### src/rtl/boot_pkg.sv
package boot_pkg;
  localparam int unsigned WORD_W    = 16;
  localparam int unsigned PADDR_W   = 20;
  localparam int unsigned SEG_SHIFT = 4;
  localparam int unsigned IE_BIT    = 9;

  typedef logic [WORD_W-1:0]  word_t;
  typedef logic [PADDR_W-1:0] paddr_t;

  typedef struct packed {
    word_t cs;
    word_t ip;
    word_t ds;
    word_t es;
    word_t ss;
    word_t sp;
    word_t flags;
  } arch_regs_t;

  typedef enum logic [1:0] {
    ST_HELD  = 2'd0,
    ST_FETCH = 2'd1,
    ST_IDLE  = 2'd2
  } seq_state_e;

  localparam arch_regs_t BOOT_REGS = '{
    cs:    16'hFFFF,
    ip:    16'h0000,
    ds:    16'h0000,
    es:    16'h0000,
    ss:    16'h0000,
    sp:    16'h0000,
    flags: 16'h0000
  };
endpackage

### src/rtl/boot_rst_filter.sv
module boot_rst_filter #(
  parameter int unsigned SYNC_STAGES = 2,
  parameter int unsigned MIN_CLKS    = 4
) (
  input  logic clk,
  input  logic rst_raw_i,
  output logic rst_sync_o,
  output logic rst_arm_o
);
  localparam int unsigned CNT_W = $clog2(MIN_CLKS + 1);
  localparam logic [CNT_W-1:0] CNT_TOP = CNT_W'(MIN_CLKS - 1);

  logic [SYNC_STAGES-1:0] sync_q;
  logic [CNT_W-1:0]       hi_cnt_q;

  for (genvar g = 0; g < SYNC_STAGES; g++) begin : g_sync
    if (g == 0) begin : g_first
      always_ff @(posedge clk) sync_q[g] <= rst_raw_i;
    end else begin : g_next
      always_ff @(posedge clk) sync_q[g] <= sync_q[g-1];
    end
  end

  assign rst_sync_o = sync_q[SYNC_STAGES-1];

  always_ff @(posedge clk) begin
    if (!rst_sync_o)
      hi_cnt_q <= '0;
    else if (hi_cnt_q != CNT_TOP)
      hi_cnt_q <= hi_cnt_q + 1'b1;
  end

  assign rst_arm_o = rst_sync_o && (hi_cnt_q == CNT_TOP);

  // a low synchronized level always clears the qualification
  a_r1_low_clears: assert property (@(posedge clk)
    !rst_sync_o |=> !rst_arm_o);

  // qualification needs the level to have been high on the previous cycle too
  a_r1_needs_history: assert property (@(posedge clk) disable iff (!rst_sync_o)
    rst_arm_o |-> $past(rst_sync_o));
endmodule

### src/rtl/boot_addr_gen.sv
module boot_addr_gen #(
  parameter int unsigned SEG_W  = 16,
  parameter int unsigned OFF_W  = 16,
  parameter int unsigned SHIFT  = 4,
  parameter int unsigned ADDR_W = 20
) (
  input  logic [SEG_W-1:0]  seg_i,
  input  logic [OFF_W-1:0]  off_i,
  output logic [ADDR_W-1:0] addr_o
);
  logic [ADDR_W-1:0] seg_base;
  logic [ADDR_W-1:0] off_ext;

  always_comb begin
    seg_base = ADDR_W'(seg_i) << SHIFT;
    off_ext  = ADDR_W'(off_i);
    addr_o   = seg_base + off_ext;
  end
endmodule

### src/rtl/boot_arch_regs.sv
module boot_arch_regs
  import boot_pkg::*;
(
  input  logic       clk,
  input  logic       rst_sync_i,
  input  logic       rst_arm_i,
  input  logic       jump_fire_i,
  input  word_t      jump_seg_i,
  input  word_t      jump_off_i,
  output arch_regs_t regs_o
);
  arch_regs_t regs_q;

  always_ff @(posedge clk) begin
    if (rst_arm_i) begin
      regs_q <= BOOT_REGS;
    end else if (jump_fire_i) begin
      regs_q.cs <= jump_seg_i;
      regs_q.ip <= jump_off_i;
    end
  end

  assign regs_o = regs_q;

  a_r2_code_seed: assert property (@(posedge clk) disable iff (!rst_sync_i)
    rst_arm_i |=> (regs_o.cs == 16'hFFFF) && (regs_o.ip == 16'h0000));

  a_r3_data_seed: assert property (@(posedge clk) disable iff (!rst_sync_i)
    rst_arm_i |=> (regs_o.ds == '0) && (regs_o.es == '0) &&
                  (regs_o.ss == '0) && (regs_o.sp == '0));

  a_r4_flags_seed: assert property (@(posedge clk) disable iff (!rst_sync_i)
    rst_arm_i |=> !regs_o.flags[IE_BIT] && (regs_o.flags == '0));

  a_r9_jump_loads: assert property (@(posedge clk) disable iff (rst_sync_i)
    jump_fire_i |=> (regs_o.cs == $past(jump_seg_i)) && (regs_o.ip == $past(jump_off_i)));
endmodule

### src/rtl/boot_fetch_seq.sv
module boot_fetch_seq
  import boot_pkg::*;
#(
  parameter int unsigned MIN_RST_CLKS = 4,
  parameter int unsigned SYNC_STAGES  = 2
) (
  input  logic        clk,
  input  logic        rst_raw_i,
  input  logic        jump_valid_i,
  output logic        jump_ready_o,
  input  logic [15:0] jump_seg_i,
  input  logic [15:0] jump_off_i,
  output logic        fetch_valid_o,
  input  logic        fetch_ready_i,
  output logic [19:0] fetch_addr_o,
  output logic [15:0] cs_o,
  output logic [15:0] ip_o,
  output logic [15:0] ds_o,
  output logic [15:0] es_o,
  output logic [15:0] ss_o,
  output logic [15:0] sp_o,
  output logic [15:0] flags_o
);
  logic       rst_sync;
  logic       rst_arm;
  logic       jump_fire;
  arch_regs_t regs;
  seq_state_e state_q;
  seq_state_e state_d;

  boot_rst_filter #(
    .SYNC_STAGES(SYNC_STAGES),
    .MIN_CLKS   (MIN_RST_CLKS)
  ) i_filter (
    .clk       (clk),
    .rst_raw_i (rst_raw_i),
    .rst_sync_o(rst_sync),
    .rst_arm_o (rst_arm)
  );

  boot_arch_regs i_regs (
    .clk        (clk),
    .rst_sync_i (rst_sync),
    .rst_arm_i  (rst_arm),
    .jump_fire_i(jump_fire),
    .jump_seg_i (jump_seg_i),
    .jump_off_i (jump_off_i),
    .regs_o     (regs)
  );

  boot_addr_gen #(
    .SEG_W (WORD_W),
    .OFF_W (WORD_W),
    .SHIFT (SEG_SHIFT),
    .ADDR_W(PADDR_W)
  ) i_addr (
    .seg_i (regs.cs),
    .off_i (regs.ip),
    .addr_o(fetch_addr_o)
  );

  assign jump_ready_o  = (state_q == ST_IDLE);
  assign fetch_valid_o = (state_q == ST_FETCH);
  assign jump_fire     = jump_valid_i && jump_ready_o && !rst_arm;

  always_comb begin
    state_d = state_q;
    unique case (state_q)
      ST_HELD:  if (!rst_sync) state_d = ST_FETCH;
      ST_FETCH: if (fetch_ready_i) state_d = ST_IDLE;
      ST_IDLE:  if (jump_fire) state_d = ST_FETCH;
      default:  state_d = ST_HELD;
    endcase
    if (rst_arm) state_d = ST_HELD;
  end

  always_ff @(posedge clk) state_q <= state_d;

  assign cs_o    = regs.cs;
  assign ip_o    = regs.ip;
  assign ds_o    = regs.ds;
  assign es_o    = regs.es;
  assign ss_o    = regs.ss;
  assign sp_o    = regs.sp;
  assign flags_o = regs.flags;

  a_r7_quiet_in_reset: assert property (@(posedge clk) disable iff (!rst_sync)
    rst_arm |=> !fetch_valid_o);

  a_r7_release_fetch: assert property (@(posedge clk) disable iff (rst_sync)
    (state_q == ST_HELD) |=> fetch_valid_o);

  a_r8_hold_request: assert property (@(posedge clk) disable iff (rst_sync)
    fetch_valid_o && !fetch_ready_i |=> fetch_valid_o && $stable(fetch_addr_o));

  a_r10_refused_jump: assert property (@(posedge clk) disable iff (rst_sync)
    jump_valid_i && !jump_ready_o |=> (cs_o == $past(cs_o)) && (ip_o == $past(ip_o)));
endmodule

### config.mk
export PLATFORM = sky130hd
export DESIGN_NAME = boot_fetch_seq
export DESIGN_NICKNAME = d
export VERILOG_FILES = /design/src/rtl/boot_pkg.sv /design/src/rtl/boot_rst_filter.sv /design/src/rtl/boot_addr_gen.sv /design/src/rtl/boot_arch_regs.sv /design/src/rtl/boot_fetch_seq.sv
export SDC_FILE = /design/constraint.sdc
export NUM_CORES = 1
export LEC_CHECK = 0
export ABC_AREA = 1
export BUFFER_PORTS_ARGS = -buffer_cell sky130_fd_sc_hd__buf_2
export CAP_MARGIN = 20
export CORE_MARGIN = 2
export CORE_UTILIZATION = 45
export CTS_BUF_LIST = sky130_fd_sc_hd__clkbuf_4
export DETAILED_ROUTE_END_ITERATION = 10
export PLACE_DENSITY = 0.83
export SYNTH_ARGS = -nofsm -noshare
export SYNTH_HDL_FRONTEND = slang
export SYNTH_SLANG_ARGS = --single-unit
export TNS_END_PERCENT = 50
### constraint.sdc
create_clock -name clk -period 3.17 [get_ports clk]
set_input_delay 0.1585 -clock clk [delete_from_list [all_inputs] [get_ports clk]]
set_output_delay 0.1585 -clock clk [all_outputs]
set_load 0.01 [all_outputs]
Yosys cells after proc, flatten, opt, wreduce, memory -nomap -nowiden
Index checks and enable logic that the tools add are counted.

Flip-flop bits (word level): 39.

Multiplexer cells: 4. Equal/unequal tests: 7. Reduce and logical (&&, ||, !) cells: 6. Add/sub/neg operators: 2.

Operator list (number): $add A20 B16 Y20 (1); $mux W2 (3); $pmux W2 S3 (1); $ne A2 B1 Y1 const B (2); $add A3 B1 Y3 const B (1); $eq A3 B2 Y1 const B (1); $logic_and A1 B1 Y1 (3); $ne A3 B2 Y1 const B (1); $reduce_and A3 Y1 (1); $eq A2 B1 Y1 const B (1); $eq A2 B2 Y1 const B (1); $logic_not A2 Y1 (1); $ne A2 B2 Y1 const B (1); $logic_not A1 Y1 (1).

Depth between registers and ports, before layout
Word-level depth: 6. Depth in mapped cells: 10. Mapped depth without buffers: 10.

Modules after synthesis
Synthesis repeated with hierarchy kept, for this count alone.

Cell total of the unflattened synthesis: 463. Area total of the unflattened synthesis: 2979.1 um^2.

Modules (own cells, without submodules): boot_arch_regs (instances 1, cells an instance 252, sequential area each 640.6 um^2, area each 1808.0 um^2); boot_addr_gen (instances 1, cells an instance 168, sequential area each 0.0 um^2, area each 862.1 um^2); boot_rst_filter (instances 1, cells an instance 24, sequential area each 100.1 um^2, area each 188.9 um^2); boot_fetch_seq (instances 1, cells an instance 19, sequential area each 40.0 um^2, area each 120.1 um^2).

Least setup slack after synthesis
Ideal clock, no wire load.

Path kind: register -> output. Start point: reg i_regs.regs_q (netlist bit i_regs.regs_o[96]). End point: out fetch_addr_o[12]. Stages on the path, launching flop included: 9. Arrival time: 1.553 ns. Path slack: 1.459 ns. Cells stage by stage: dfxtp_1 -> ha_1 -> fa_1 -> nand2_1 -> nand2_1 -> and2_1 -> nand2_1 -> nand2_1 -> xor2_1.

Word-level cells in the longest chain between the ends: 1.

RTL lines: start, declared (line boot_arch_regs.sv:12) `arch_regs_t regs_q;`; $add A20 B16 Y20 (line boot_addr_gen.sv:17) `addr_o = seg_base + off_ext;`; end, declared (line boot_fetch_seq.sv:15) `output logic [19:0] fetch_addr_o,`.

No other way between the ends.

Worst setup path after layout
Start point: reg i_regs.regs_q (netlist bit i_regs.regs_o[96]). End point: out fetch_addr_o[16].

Same word-level chain as after synthesis.

==> flow_summary.json <==
{
  "clock_skew_ns": 0.0114,
  "clk_pin_slew_worst_paths_ns": 0.12,
  "fmax_mhz": 445,
  "drt_iter0_drc": 112,
  "worstPathRequired_ns": 3.01,
  "synth_warnings": 0,
  "yosysUniqueCellTypes": 29,
  "clkLatencyLatePin_ns": 0.35,
  "cts_tree": "built",
  "ys_seq_area_share_pct": 27.6,
  "finalSetupViolCount": 0,
  "drt_first_pass_iters": 4,
  "routed_wl_mm": 6.02,
  "synthCells": 417,
  "min_path_type": "input pin to flip-flop",
  "synth_seq_cells": 39,
  "rsz0062_at_grt": "no",
  "coreArea_mm2": 0.00599,
  "via_count": 2517,
  "synthToLayoutAreaGrowth_pct": 8.99,
  "power_leakage_nw": 1.86,
  "die_y_um": 83.2,
  "post-route-min-period_ns": 2.25,
  "start_kind": "flip-flop",
  "htreeDepth": 2,
  "grt_pass1_vias": 2206,
  "io_pins": 170,
  "grt_max_degree": 33,
  "io_buffer_count": 89,
  "hold_violations": 0,
  "wl_per_cell_um": 10.4,
  "slew_violations": 0,
  "die-area_mm2": 0.00693,
  "grt_usage_pct": 16.6,
  "grt_antenna_before_repair": 0,
  "row_count": 28,
  "cts_sinks": 39,
  "maxSlewHeadroom_pct": 56.7,
  "start_util_pct": 47.2,
  "most-common-layout-cells": "nand2_1, buf_2, conb_1",
  "drc": 0,
  "tightest_slew_ns": 0.648,
  "cts_setup_buffers": 0,
  "path_max_fanout": 3,
  "die_w_um": 83.2,
  "via_per_inst": 4.35,
  "clock-root-buffer": "clkbuf_4",
  "crit_top_cell": "nand2_1",
  "syn_area_mm2": 0.00283,
  "cellPowerDensity_mw_per_mm2": 1270,
  "endpoint_kind": "output port",
  "dp_hpwl_mm": 4.82,
  "grt_pass1_wl_mm": 9.62,
  "critPathTopFamily": "adder cells",
  "hp-start": "jump_seg_i[10]",
  "nets": 553,
  "power_mw": 3.92,
  "rrSetupSlack_ns": 1.35,
  "cts_hold_buffers": 2,
  "cp_num_buf_inv": 1,
  "n_antenna_cell": 0,
  "synth.top_cells.by_area": "dfxtp_1, buf_4, nand2_1",
  "r2r_start": "state_q[0]",
  "grt.overflow.total": 0,
  "critPathLaunch": "i_regs.regs_o[96]",
  "vdd_drop_max_v": 0.000491,
  "cts_resized": 0,
  "place_congestion": 0.836,
  "maxCapViolCount": 0,
  "max_stage_delay_ns": 0.41,
  "drive_above_1_share_pct": 20.1,
  "final_common_cell": "nand2_1",
  "status": "completed",
  "clock_path_buffers": 2,
  "antenna_left": 0,
  "arrival_ns": 2.09,
  "path_cells": "ha_1 -> fa_1 -> nand2_1 -> nand2_1 -> and2_1 -> nand3_1 -> nand3_1 -> nand2_1 -> nand2_1 -> buf_2",
  "fin_crit_sh_pct": 70.9,
  "tns_ns": 0,
  "critical_path_class": "flip-flop to output port",
  "numCtsBuffers": 5,
  "yosysTopAreaCell": "dfxtp_1",
  "slowest_stage": "fa_1",
  "avgSynthCellArea_um2": 6.78,
  "synth.top_cell.area_share_pct": 27.6
}
[routing by layer]
metal / vias up / wire length, um / track usage (%)
met2: 120 / 2930 / 29.8
li1: 1301 / - / -
met4: 0 / 87 / 6.26
met3: 8 / 542 / 4.27
met1: 1088 / 2450 / 18.7
met5: - / 0 / 0
[power breakdown]
group / switching, mW / internal, mW
logic: 1.60 / 1.05
registers: 0.211 / 0.734
clock network: 0.165 / 0.162
[state kept, by name (all words and copies together) (netlist names)]
register             flops
i_regs.regs_o           32
i_filter.hi_cnt_q        3
i_filter.rst_sync_o      1
i_filter.sync_q          1
state_q                  2
[cells by family after synthesis]
kind of cell	count (synthesis)	synth area share [%]
xor+xnor	7	2.17
fa+ha+maj	15	6.91
simple gates	188	27.2
other cells	1	0.133
buf+inv	134	29.7
compound gates	33	6.24
flops	39	27.6
[cell usage after synthesis]
cell and number:
a21boi_0 1, a21oi_1 7, a31oi_1 3, and2_1 2
buf_2 5, buf_4 84, buf_6 2, clkbuf_1 2
conb_1 1, dfxtp_1 39, fa_1 1, ha_1 14
inv_1 40, inv_2 1, nand2_1 105, nand2_2 1
nand3_1 22, nand3b_1 2, nand4_1 1, nor2_1 48
nor2_4 1, nor3_1 4, o211ai_1 1, o21ai_0 20
o31ai_1 1, or2_0 1, or2_2 1, xnor2_1 1
xor2_1 6
[worst register-to-register path, delay by kind of cell (launching register included)]
kind | cells | cell delay [ns]
AO/OA/AOI/OAI | 2 | 0.30
buffers and inverters | 3 | 0.55
flip-flops | 1 | 0.33
AND/OR/NAND/NOR | 2 | 0.60
[final timing paths]
| kind | endpoint | depth (start not counted) |
|---|---|---|
| worst max-delay path | fetch_addr_o[16] | 10 |
| worst min-delay path | i_regs.regs_o[106] | 3 |
| worst max register to register | state_q[0] | 7 |
| worst min register to register | i_filter.rst_sync_o | 0 |
[metrics by stage]
step / hold WS [ns] / instances / cell area (um2) / util [%] / setup WS (ns)
after floorplan: 0.186 / 496 / 3120 / - / 1.46
after global placement: 0.261 / 568 / 2980 / 49.8 / 1.36
after detailed placement: 0.263 / 568 / 2980 / 49.8 / 1.32
after CTS: 0.00116 / 578 / 3080 / 51.4 / 0.915
after global routing: 0.00821 / 578 / 3080 / 51.4 / 0.759
final: 0.0203 / 578 / 3080 / 51.4 / 0.924
[area by class of cell]
class                      count  area, um2
timing repair buffer          92        473
multi-input combinational    323       1500
sequential                    39        781
clock buffer                   5       37.5
inverter                      41        154
clock inverter                 3       38.8
fill                         642       2910
tap                           75       93.8
Note: power is estimated with default switching activity, not from simulation.
